## config.mk

```make
export PLATFORM = sky130hd
export DESIGN_NAME = scanctr_top
export DESIGN_NICKNAME = d
export VERILOG_FILES = /design/src/rtl/scanctr_pkg.sv /design/src/rtl/scanctr_next.sv /design/src/rtl/scanctr_cell.sv /design/src/rtl/scanctr_top.sv
export SDC_FILE = /design/constraint.sdc
export NUM_CORES = 1
export LEC_CHECK = 0
export BUFFER_PORTS_ARGS = -buffer_cell sky130_fd_sc_hd__buf_2
export CAP_MARGIN = 10
export CORE_AREA = 8 8 45 47
export DETAILED_ROUTE_END_ITERATION = 10
export DIE_AREA = 0 0 53 55
export PLACE_DENSITY = 0.47
export SKIP_CTS_REPAIR_TIMING = 1
export SLEW_MARGIN = 10
export SYNTH_ARGS = -nofsm -noshare
export SYNTH_HDL_FRONTEND = slang
export SYNTH_SLANG_ARGS = --single-unit
```

## constraint.sdc

```tcl
create_clock -name clk -period 1.2 [get_ports clk]
set_input_delay 0.18 -clock clk [delete_from_list [all_inputs] [get_ports clk]]
set_output_delay 0.18 -clock clk [all_outputs]
set_load 0.05 [all_outputs]
```

## src/rtl/scanctr_pkg.sv

```systemverilog
package scanctr_pkg;
  typedef enum logic {
    MODE_FUNC  = 1'b0,
    MODE_SHIFT = 1'b1
  } scan_mode_e;
endpackage

```

## src/rtl/scanctr_next.sv

```systemverilog
module scanctr_next #(
  parameter int W = 4
) (
  input  logic [W-1:0] cur,
  input  logic         en,
  input  logic         ld,
  input  logic [W-1:0] din,
  output logic [W-1:0] nxt
);
  always_comb begin
    if (!en)     nxt = cur;
    else if (ld) nxt = din;
    else         nxt = cur + W'(1);
  end
endmodule

```

## src/rtl/scanctr_cell.sv

```systemverilog
module scanctr_cell (
  input  logic clk,
  input  logic clr,
  input  logic se,
  input  logic d,
  input  logic si,
  output logic q
);
  logic d_sel;
  assign d_sel = se ? si : d;

  always_ff @(posedge clk or posedge clr) begin
    if (clr) q <= 1'b0;
    else     q <= d_sel;
  end
endmodule

```

## src/rtl/scanctr_top.sv

```systemverilog
module scanctr_top #(
  parameter int W = 4
) (
  input  logic         clk,
  input  logic         clr,
  input  logic         en,
  input  logic         ld,
  input  logic [W-1:0] din,
  input  logic         scan_en,
  input  logic         scan_in,
  output logic [W-1:0] q,
  output logic         scan_out
);
  import scanctr_pkg::*;

  localparam int MSB = W - 1;

  scan_mode_e   mode;
  logic         shift_sel;
  logic [W-1:0] func_nxt;
  logic [W-1:0] state;

  assign mode      = scan_en ? MODE_SHIFT : MODE_FUNC;
  assign shift_sel = (mode == MODE_SHIFT);

  scanctr_next #(.W(W)) u_next (
    .cur (state),
    .en  (en),
    .ld  (ld),
    .din (din),
    .nxt (func_nxt)
  );

  for (genvar i = 0; i < W; i++) begin : g_chain
    logic ser;
    if (i == 0) begin : g_head
      assign ser = scan_in;
    end else begin : g_link
      assign ser = state[i-1];
    end
    scanctr_cell u_cell (
      .clk (clk),
      .clr (clr),
      .se  (shift_sel),
      .d   (func_nxt[i]),
      .si  (ser),
      .q   (state[i])
    );
  end

  assign q        = state;
  assign scan_out = state[MSB];

  // clear forces zero without waiting for a clock edge
  always @(negedge clk) begin
    if (clr) p_clear_zero_r1: assert (q == '0);
  end

  p_load_r2: assert property (@(posedge clk) disable iff (clr)
    (!scan_en && en && ld) |=> (q == $past(din)));

  p_incr_wrap_r3: assert property (@(posedge clk) disable iff (clr)
    (!scan_en && en && !ld) |=> (q == W'($past(q) + W'(1))));

  p_hold_r4: assert property (@(posedge clk) disable iff (clr)
    (!scan_en && !en) |=> $stable(q));

  p_shift_r5: assert property (@(posedge clk) disable iff (clr)
    scan_en |=> (q == {$past(q[W-2:0]), $past(scan_in)}));
endmodule

```

* Yosys cells after proc, flatten, opt, wreduce, memory -nomap -nowiden *
Index checks and enable logic that the tools add are counted.

operators by class
  reduce and logical (&&, ||, !) cells = 1
  add/sub/neg operators = 1
  mux-type cells = 7

operator list
  kind                                                           count
  4-bit two-way mux                                              2
  1-bit two-way mux                                              5
  4-bit by 1-bit adder with 4-bit output, second input constant  1
  2-bit nonzero test                                             1

storage, ports and cells
  bits in registers = 4
  logic and storage cells = 13
  output and inout port bits = 5
  input bits = 10

* Logic depth before layout (Yosys ltp) *
Gate-level depths: netlist of run 1.

  depth after elaboration = 4
  mapped depth = 4
  mapped depth without buffers = 4

* Hierarchy *
Synthesis of run 1 repeated with hierarchy kept, for this count alone.

unflattened totals
  cell total of the unflattened synthesis = 36
  area total of the unflattened synthesis = 324.1 um^2

modules (own cells, without submodules)
  module        cells an instance  sequential area each (um^2)  instances  area each (um^2)
  scanctr_cell  3                  25.0                         4          43.8
  scanctr_next  20                 0.0                          1          118.9
  scanctr_top   4                  0.0                          1          30.0

* Least setup slack after synthesis of run 1 *
OpenSTA, ideal clock, no wires.

  path kind = register to register
  from = register g_chain[3].u_cell.q
  to = register g_chain[3].u_cell.q
  required time = 1.114 ns
  setup slack = -0.196 ns
  arrival = 1.310 ns
  cell stages (with the launch flop) = 3
  period minus slack after synthesis = 1.396 ns
  library setup time = 0.086 ns
  buffers on the path = 0
  path through = dfrtp_1 -> or4b_1 -> a32oi_1

between the ends
  longest elaborated chain between the ends = 4

ends and longest elaborated chain
  element                                 RTL line            text
  from (decl)                             scanctr_cell.sv:7   output logic q
  from (signal assigned)                  scanctr_cell.sv:14  else q <= d_sel;
  4-bit by 1-bit adder with 4-bit output  scanctr_next.sv:13  else nxt = cur + W'(1);
  4-bit two-way mux                       scanctr_next.sv:12  else if (ld) nxt = din;
  4-bit two-way mux                       scanctr_next.sv:11  if (!en) nxt = cur;
  1-bit two-way mux                       scanctr_cell.sv:10  assign d_sel = se ? si : d;

Every way passes these cells. The select of a mux whose other input is x is not followed.
A chain may end at the register's enable or synchronous reset.

* Final worst setup path of run 1 *
  from = register g_chain[0].u_cell.q
  to = register g_chain[1].u_cell.q

between the ends
  longest elaborated chain between the ends = 4

ends and longest elaborated chain
  element                                 RTL line
  from (decl)                             scanctr_cell.sv:7
  from (signal assigned)                  scanctr_cell.sv:14
  4-bit by 1-bit adder with 4-bit output  scanctr_next.sv:13
  4-bit two-way mux                       scanctr_next.sv:12
  4-bit two-way mux                       scanctr_next.sv:11
  1-bit two-way mux *                     scanctr_cell.sv:10
  to (signal assigned)                    scanctr_cell.sv:14
  to (decl)                               scanctr_cell.sv:7

Mark *: on every way between the ends. The rest lies on a longest branch, timed or not. The select of a mux whose other input is x is not followed.

==> results of run 1 <==
worst reg2reg max path, delay by kind of cell, from the launching register on:
kind            cells  cell delay (ps)
flops               1              400
buf+inv             1              130
mux                 1              150
fa+ha+maj           1              220
compound gates      2              280
cell usage after synthesis:
| master | n | share of area |
|---|---|---|
| a21o_2 | 1 | 0.028 |
| o21ai_1 | 1 | 0.016 |
| a311oi_1 | 2 | 0.056 |
| clkbuf_1 | 1 | 0.012 |
| nor3b_1 | 1 | 0.024 |
| a32oi_1 | 1 | 0.028 |
| buf_4 | 4 | 0.097 |
| a22o_1 | 1 | 0.028 |
| nand3b_1 | 1 | 0.024 |
| or4b_1 | 1 | 0.032 |
| ha_1 | 1 | 0.040 |
| nand2_1 | 1 | 0.012 |
| nand3_1 | 1 | 0.016 |
| mux2i_1 | 1 | 0.032 |
| a21oi_1 | 1 | 0.016 |
| inv_1 | 2 | 0.024 |
| and3b_1 | 1 | 0.028 |
| dfrtp_1 | 4 | 0.32 |
| buf_2 | 2 | 0.032 |
| nor2b_1 | 3 | 0.060 |
| o21ai_0 | 2 | 0.032 |
| a211oi_1 | 1 | 0.024 |
| nor2_1 | 1 | 0.012 |
cell type report:
| cell class | instances | area (um^2) | share of cell area |
|---|---|---|---|
| inverters | 2 | 7.51 | 0.0152 |
| clock buffers | 4 | 26.3 | 0.0533 |
| repair buffers | 22 | 156 | 0.317 |
| multi-input cells | 22 | 181 | 0.368 |
| flip-flops and latches | 4 | 101 | 0.206 |
| well taps | 16 | 20.0 | 0.0406 |
cell usage in the layout, fill, tap and decap left out, types with 2 or more instances in the layout:
cell / Yosys / layout
o21ai_1: 1 / 2
dfrtp_1: 4 / 3
buf_2: 2 / 12
buf_4: 4 / 5
inv_1: 2 / 2
buf_6: 0 / 3
nor2b_1: 3 / 3
clkbuf_4: 0 / 3
a311oi_1: 2 / 2
power groups by stage:
stage               combinational, W  sequential [W]  clock (W)
floorplan                   0.000156        0.000192          0
global placement            0.000218        0.000174          0
detailed placement          0.000217        0.000174          0
CTS                         0.000218        0.000173   0.000196
global route                0.000305        0.000175   0.000212
finish                      0.000286        0.000174   0.000189
metrics by stage:
stage	TNS [ps]	setup WS [ps]	util
global placement	-60.0	-60.0	0.275
finish	-293	-93.8	0.356
global route	-563	-152	0.356
detailed placement	-92.4	-86.8	0.275
CTS	-95.7	-83.0	0.294
floorplan	-73.5	-73.5	-
worst max path at each step:
stage                                    from                   to  slack, ps  depth (start not counted)
after floorplan           g_chain[3].u_cell.q  g_chain[3].u_cell.q        -70                          2
after global placement    g_chain[1].u_cell.q  g_chain[3].u_cell.q        -60                          3
after detailed placement  g_chain[1].u_cell.q  g_chain[3].u_cell.q        -90                          3
after CTS                 g_chain[1].u_cell.q  g_chain[3].u_cell.q        -80                          3
after global routing      g_chain[0].u_cell.q  g_chain[1].u_cell.q       -150                          5
final                     g_chain[0].u_cell.q  g_chain[1].u_cell.q        -90                          5
layer usage:
| layer | vias up | track usage |
|---|---|---|
| li1 | 161 | - |
| met1 | 151 | 0.0718 |
| met2 | 15 | 0.0938 |
| met3 | 0 | 0.0668 |
| met4 | 0 | 0 |
| met5 | - | 0 |
cell families after synthesis:
logic type               share of synthesized area
AO/OA/AOI/OAI                                0.230
AND/OR/NAND/NOR                              0.210
adder cells (fa/ha/maj)                     0.0403
flip-flops                                   0.323
buffers and inverters                        0.165
multiplexers                                0.0323
==> run_results.csv, run 1 <==
group,metric,value,unit
run_status,status,"complete, but fails checks",
run_status,violations,"negative setup slack",
route,num_vias,327,
final_layout,regMostFlops,"g_chain.u_cell.q",
final_layout,antenna_cells,0,
power,power_frac_clock,0.292,
critical_path,reg2reg_depth,5,
clocking,cts_tree,"built",
critical_path,cp-start-kind,"register",
global_route,grtUsageTotal,0.0657,
run,maxCapViolations,0,
sta,hold_viol_final,0,
clocking,clk_pin_slew,30,ps
floorplan,ios,15,
logic_synthesis,ys_warn_count,0,
power,p_seq_frac,0.268,
route,route.met2.wl,410,um
sta,worst_pin_slew,238,ps
hold_path,hold_path_end,"g_chain[0].u_cell.q",
critical_path,cp_top_family,"flip-flops",
route,routed.top_layer,"met3",
floorplan,initial_utilization,0.224,
logic_synthesis,synth-seq-cells,4,
placed_design,io_buffer_count,14,
critical_path,crit_required,1320,ps
placed_design,dp.cells,61,
floorplan,core,1380,um^2
final_layout,syn2layout_area_growth,58.9,%
sta,finClkSkew,15.1,ps
power,intPower,0.000404,W
placed_design,post_dp_cell_area,380,um^2
route,wl_met1,367,um
hold_path,min_from,"scan_in",
logic_synthesis,syn-num-nets,46,
route,drtIter0Drc,1,
sta,slew_viol_final,0,
critical_path,r2r_slack,-90,ps
global_route,grt_pass1_vias,330,
placed_design,dp_hpwl,622,um
clocking,clock_path_buffers,2,
critical_path,cp_cell_sequence,"buf_6 -> ha_4 -> mux2i_1 -> a211oi_2 -> a21o_2",
floorplan,fp.dieH,55,um
critical_path,cpMaxStageDelayCell,"dfrtp_1",
power,leakagePower,0.233,nW
route,viasPerCell,4.67,
power,ir_drop,0.000660,V
critical_path,reg2reg_from,"g_chain[0].u_cell.q",
logic_synthesis,syn_avg_cell_area,8.87,um^2
route,drtPass1Iterations,3,
placed_design,routabilityCongestion,0.683,
route,antenna_left,0,
floorplan,die_area,2920,um^2
hold_path,hold_path.class,"primary input to register",
final_layout,largest_reg_flops,4,
power,p_switching,0.000245,W
route,drt-total-wl,900,um
critical_path,crit_fanout,3,
critical_path,worst_setup_path_end_kind,"register",
critical_path,cpPeakStageDelay,400,ps
final_layout,top_regs,"g_chain.u_cell.q x4",
global_route,antenna_found_initial,0,
global_route,grt_max_degree,11,
clocking,cts_root_buffer,"clkbuf_4",
power,powerDensity,1320,nW/um^2
critical_path,cp_data_arrival_time,1410,ps
critical_path,path_buf_inv,1,
final_layout,drive_gt1_frac,0.537,
final_layout,design_area,493,um^2
critical_path,r2r-end,"g_chain[1].u_cell.q",
sta,slew_headroom,0.840,
clocking,tritoncts_num_sinks,4,
power,switching_share,0.377,
route,wire_per_inst,12.9,um
logic_synthesis,syn-cell-area,310,um^2
critical_path,setup.worst_path.class,"register to register",
hold_path,hold_depth,3,
floorplan,die_x,53,um
clocking,htreeDepth,1,
sta,period_needed,1290,ps
sta,finalSetupViolations,5,
sta,rsz0062_at_grt,"true",
final_layout,num-fill-cells,157,
power,total_power,0.000649,W
final_layout,stdcell_count,70,
route,drc_errors,0,
sta,fin_hold_ws,161,ps
floorplan,rows,14,
logic_synthesis,syn_inst,35,
logic_synthesis,ys_types,23,
power,p_comb_frac,0.440,
sta,layout_setup_ws,-93.8,ps
global_route,grt_pass1_wl,1.37,mm
clocking,cts_buffers,3,
sta,max_freq,773,MHz
global_route,gr-total-overflow,0,
sta,timing.final.crit_share,1.08,
route,wl_met3,122,um
clocking,clock_latency,250,ps
logic_synthesis,seq_area_frac_synth,0.323,
final_layout,fin_nets,66,
Power figures use the tool's default switching activity.
==> run 2: changes to the inputs <==
Settings changed: TNS_END_PERCENT set to 20.
==> run 2 against run 1 <==
Against the previous run:
- the run still ends with negative setup slack left
- core utilization down 0.54 points
- sequential power about the same
- clock-buffer cell count unchanged
- register-to-register slack about the same
- largest cell class unchanged
- die area is the same
- worst setup slack did not move
- clock power is essentially flat
- global-route usage unchanged
- sequential share of layout area increased by 0.32 points
- non-clock buffer count did not move
- critical path depth unchanged
- total power is 1.2% lower
==> run_results.csv, run 2 (synthesized netlist as in run 1, its figures left out) <==
group,metric,value,unit
sta,worst_pin_slew,238,ps
clocking,htreeDepth,1,
final_layout,syn2layout_area_growth,56.5,%
global_route,grt_pass1_wl,1.37,mm
placed_design,dp_hpwl,622,um
critical_path,path_buf_inv,1,
hold_path,min_from,"scan_in",
final_layout,antenna_cells,0,
critical_path,crit_required,1320,ps
critical_path,r2r_slack,-90,ps
critical_path,cpMaxStageDelayCell,"dfrtp_1",
final_layout,top_regs,"g_chain.u_cell.q x4",
clocking,cts_buffers,3,
hold_path,hold_depth,3,
route,antenna_left,0,
clocking,cts_root_buffer,"clkbuf_4",
global_route,antenna_found_initial,0,
run_status,violations,"negative setup slack",
critical_path,cp_cell_sequence,"buf_6 -> ha_4 -> mux2i_1 -> a211oi_2 -> a21o_2",
clocking,clock_latency,250,ps
power,ir_drop,0.000658,V
sta,layout_setup_ws,-93.8,ps
floorplan,die_x,53,um
clocking,cts_tree,"built",
floorplan,fp.dieH,55,um
final_layout,regMostFlops,"g_chain.u_cell.q",
critical_path,cp_data_arrival_time,1410,ps
placed_design,io_buffer_count,14,
global_route,grt_max_degree,11,
route,drt-total-wl,902,um
global_route,grtUsageTotal,0.0657,
sta,slew_viol_final,0,
sta,finalSetupViolations,5,
final_layout,drive_gt1_frac,0.537,
final_layout,num-fill-cells,159,
critical_path,cp_top_family,"flip-flops",
floorplan,ios,15,
sta,fin_hold_ws,161,ps
sta,slew_headroom,0.840,
clocking,tritoncts_num_sinks,4,
route,drtPass1Iterations,3,
floorplan,die_area,2920,um^2
sta,finClkSkew,15.1,ps
hold_path,hold_path_end,"g_chain[0].u_cell.q",
power,leakagePower,0.230,nW
final_layout,mostFrequentLayoutCells,"12 x buf_2, 6 x buf_4",
clocking,clk_pin_slew,30,ps
placed_design,routabilityCongestion,0.683,
sta,hold_viol_final,0,
critical_path,reg2reg_from,"g_chain[0].u_cell.q",
critical_path,cp-start-kind,"register",
power,powerDensity,1320,nW/um^2
critical_path,crit_fanout,3,
route,num_vias,327,
clocking,clock_path_buffers,2,
critical_path,setup.worst_path.class,"register to register",
global_route,gr-total-overflow,0,
placed_design,pre_cts_slack,-86.8,ps
route,drtIter0Drc,3,
sta,period_needed,1290,ps
global_route,grt_pass1_vias,330,
critical_path,reg2reg_depth,5,
route,wire_per_inst,12.9,um
critical_path,cpPeakStageDelay,400,ps
sta,timing.final.crit_share,1.08,
floorplan,rows,14,
run,maxCapViolations,0,
run_status,status,"complete, but fails checks",
hold_path,hold_path.class,"primary input to register",
floorplan,initial_utilization,0.224,
critical_path,worst_setup_path_end_kind,"register",
sta,max_freq,773,MHz
critical_path,r2r-end,"g_chain[1].u_cell.q",
route,drc_errors,0,
sta,rsz0062_at_grt,"true",
route,viasPerCell,4.67,
final_layout,final_common_cell,"buf_2",
floorplan,core,1380,um^2
final_layout,fin_nets,66,
final_layout,largest_reg_flops,4,
==> run 2: cell type report <==
| class | count | area, um^2 | share of cell area |
|---|---|---|---|
| Inverter | 2 | 7.51 | 0.0155 |
| Tap cell | 16 | 20.0 | 0.0412 |
| Clock buffer | 4 | 26.3 | 0.0541 |
| Multi-Input combinational cell | 22 | 181 | 0.374 |
| Timing Repair Buffer | 22 | 149 | 0.307 |
| Sequential cell | 4 | 101 | 0.209 |
==> run 2: power by group <==
part / total, W / internal, W / switching, W / leakage (nW)
logic: 0.000278 / 0.000118 / 0.000160 / 0.168
registers: 0.000174 / 0.000155 / 0.0000191 / 0.0469
clock network: 0.000189 / 0.000125 / 0.0000642 / 0.0150
==> run 2: stage by stage <==
step | util | TNS, ps | area (um^2) | total power (W) | cells
detailed placement | 0.275 | -92.4 | 380 | 0.000392 | 61
finish | 0.351 | -311 | 485 | 0.000641 | 70
CTS | 0.294 | -95.7 | 407 | 0.000586 | 65
floorplan | - | -73.5 | 312 | 0.000348 | 35
global route | 0.351 | -580 | 485 | 0.000685 | 70
global placement | 0.275 | -60.0 | 380 | 0.000393 | 61
==> run 2: how the worst max path moves through the flow <==
stage                     cells past startpoint                start                  end  slack [ps]
after floorplan                               2  g_chain[3].u_cell.q  g_chain[3].u_cell.q         -70
after global placement                        3  g_chain[1].u_cell.q  g_chain[3].u_cell.q         -60
after detailed placement                      3  g_chain[1].u_cell.q  g_chain[3].u_cell.q         -90
after CTS                                     3  g_chain[1].u_cell.q  g_chain[3].u_cell.q         -80
after global routing                          5  g_chain[0].u_cell.q  g_chain[1].u_cell.q        -150
final                                         5  g_chain[0].u_cell.q  g_chain[1].u_cell.q         -90
==> run 2: per-layer routing <==
metal	GRT usage	up-vias	part of all wire
li1	-	161	-
met1	0.0718	151	0.41
met2	0.0938	15	0.45
met3	0.0668	0	0.14
met4	0	0	0
met5	0	-	0
==> run 2: tightest hold or removal path: stages <==
cell and delay [ps]:
buf_2 70, nand2_1 40, o21ai_1 60
==> run 3: changes to the inputs <==
Settings changed: PLACE_DENSITY 0.47 to 0.45.
Clock period 1.2 ns to 1.4 ns, I/O delays scaled along.
==> run 3 against run 2 <==
Against the previous run:
- the flow now finishes without violations
- non-clock buffer count is 6 lower
- clock power fell by 22%
- via count down 6.1%
- flip-flop and latch count stayed put
- critical path depth down 2
- critical path type unchanged
- largest power group unchanged
==> run_results.csv, run 3 (synthesized netlist as in run 1, its figures left out) <==
group,metric,value,unit
floorplan,die_area,2920,um^2
hold_path,hold_path.class,"primary input to register",
global_route,grt_max_degree,11,
clocking,htreeDepth,1,
sta,finalSetupViolations,0,
clocking,tritoncts_num_sinks,4,
sta,slew_headroom,0.834,
clocking,clock_path_buffers,2,
floorplan,fp.dieH,55,um
critical_path,cp_top_family,"simple AND/OR/NAND/NOR gates",
floorplan,die_x,53,um
sta,worst_pin_slew,251,ps
floorplan,rows,14,
critical_path,cpPeakStageDelay,510,ps
route,wl_met3,65,um
final_layout,syn2layout_area_growth,27.8,%
final_layout,antenna_cells,0,
critical_path,setup.worst_path.class,"register to register",
sta,timing.final.crit_share,0.949,
sta,hold_viol_final,0,
route,drt-total-wl,800,um
critical_path,path_buf_inv,0,
critical_path,cp-start-kind,"register",
final_layout,drive_gt1_frac,0.404,
route,drtIter0Drc,3,
critical_path,cp_data_arrival_time,1480,ps
sta,max_freq,752,MHz
floorplan,ios,15,
sta,period_needed,1330,ps
final_layout,largest_reg_flops,4,
final_layout,num-fill-cells,164,
floorplan,core,1380,um^2
clocking,cts_buffers,3,
placed_design,dp.cells,59,
placed_design,dp_hpwl,673,um
global_route,grt_pass1_vias,297,
critical_path,cp_cell_sequence,"nand3_1 -> or4b_1 -> a32oi_1",
route,wl_met1,323,um
global_route,grt_pass1_wl,1.27,mm
clocking,clock_latency,240,ps
route,drc_errors,0,
power,ir_drop,0.000418,V
route,route.met2.wl,378,um
route,drtPass1Iterations,3,
clocking,clk_pin_slew,40,ps
final_layout,final_common_cell,"buf_2",
sta,tns,0,ps
sta,slew_viol_final,0,
floorplan,initial_utilization,0.224,
power,powerDensity,1190,nW/um^2
route,viasPerCell,4.87,
final_layout,stdcell_count,63,
final_layout,mostFrequentLayoutCells,"14 x buf_2, 4 x dfrtp_1, 3 x nor2b_1, 3 x clkbuf_4",
global_route,grtUsageTotal,0.0635,
critical_path,crit_required,1550,ps
sta,rsz0062_at_grt,"false",
route,routed.top_layer,"met4",
critical_path,cpMaxStageDelayCell,"or4b_1",
placed_design,routabilityCongestion,0.642,
run_status,status,"completed",
final_layout,multi_input_area,159,um^2
route,antenna_left,0,
final_layout,top_regs,"g_chain.u_cell.q x4",
final_layout,fin_nets,60,
global_route,antenna_found_initial,0,
critical_path,worst_setup_path_end_kind,"register",
final_layout,register_area,100,um^2
final_layout,regMostFlops,"g_chain.u_cell.q",
route,num_vias,307,
clocking,cts_root_buffer,"clkbuf_4",
placed_design,io_buffer_count,14,
route,wire_per_inst,12.7,um
critical_path,crit_fanout,6,
clocking,cts_tree,"built",
global_route,gr-total-overflow,0,
power,leakagePower,0.195,nW
run,maxCapViolations,0,
sta,finClkSkew,2.53,ps
-- run 3: changes by cell type in the layout (fill, tap and decap cells not counted), sizes merged --
| cell | before | now |
|---|---|---|
| buf | 21 | 15 |
| clkbuf | 4 | 3 |
-- run 3: final timing paths --
check / slack (ps) / to / from / cells after the start
min: 190 / g_chain[0].u_cell.q / scan_in / 3
min reg2reg: 600 / g_chain[2].u_cell.q / g_chain[1].u_cell.q / 1
max reg2reg: 70 / g_chain[3].u_cell.q / g_chain[0].u_cell.q / 3
max: 70 / g_chain[3].u_cell.q / g_chain[0].u_cell.q / 3
max in group asynchronous: 840 / g_chain[3].u_cell.q / clr / 3
min in group asynchronous: 400 / g_chain[0].u_cell.q / clr / 3
-- run 3: area by class of cell --
cell class | count | area share
Tap cell | 16 | 0.0505
Sequential cell | 4 | 0.252
Clock buffer | 3 | 0.0568
Inverter | 2 | 0.0189
Multi-Input combinational cell | 22 | 0.401
Timing Repair Buffer | 16 | 0.221
-- run 3: per-stage QoR --
| step | hold WS (ps) | util | cell area, um^2 | setup slack (ps) | power, W |
|---|---|---|---|---|---|
| 2_1_floorplan | -23.9 | - | 310 | 4.17 | 0.000297 |
| 3_3_place_gp | 103 | 0.263 | 364 | 133 | 0.000327 |
| 3_5_place_dp | 108 | 0.263 | 364 | 86.9 | 0.000328 |
| 4_1_cts | -146 | 0.279 | 387 | 66.8 | 0.000477 |
| 5_1_grt | 198 | 0.287 | 397 | 2.94 | 0.000505 |
| 6_report | 190 | 0.287 | 397 | 70.8 | 0.000471 |
-- run 3: worst reg2reg max path: cells and delay by family, from the launching register on --
kind            cells  cell delay [ps]
compound gates      1              210
flops               1              420
simple gates        2              620
-- run 3: per-layer routing --
layer  vias up  track usage
met3         4       0.0374
met1       141       0.0579
met2        15        0.102
li1        147            -
met4         0       0.0517
met5         -            0
-- run 3: report_power, final --
part | switching, W | internal (W)
clock | 0.0000505 | 0.0000961
combinational | 0.000118 | 0.0000586
sequential | 0.0000165 | 0.000132
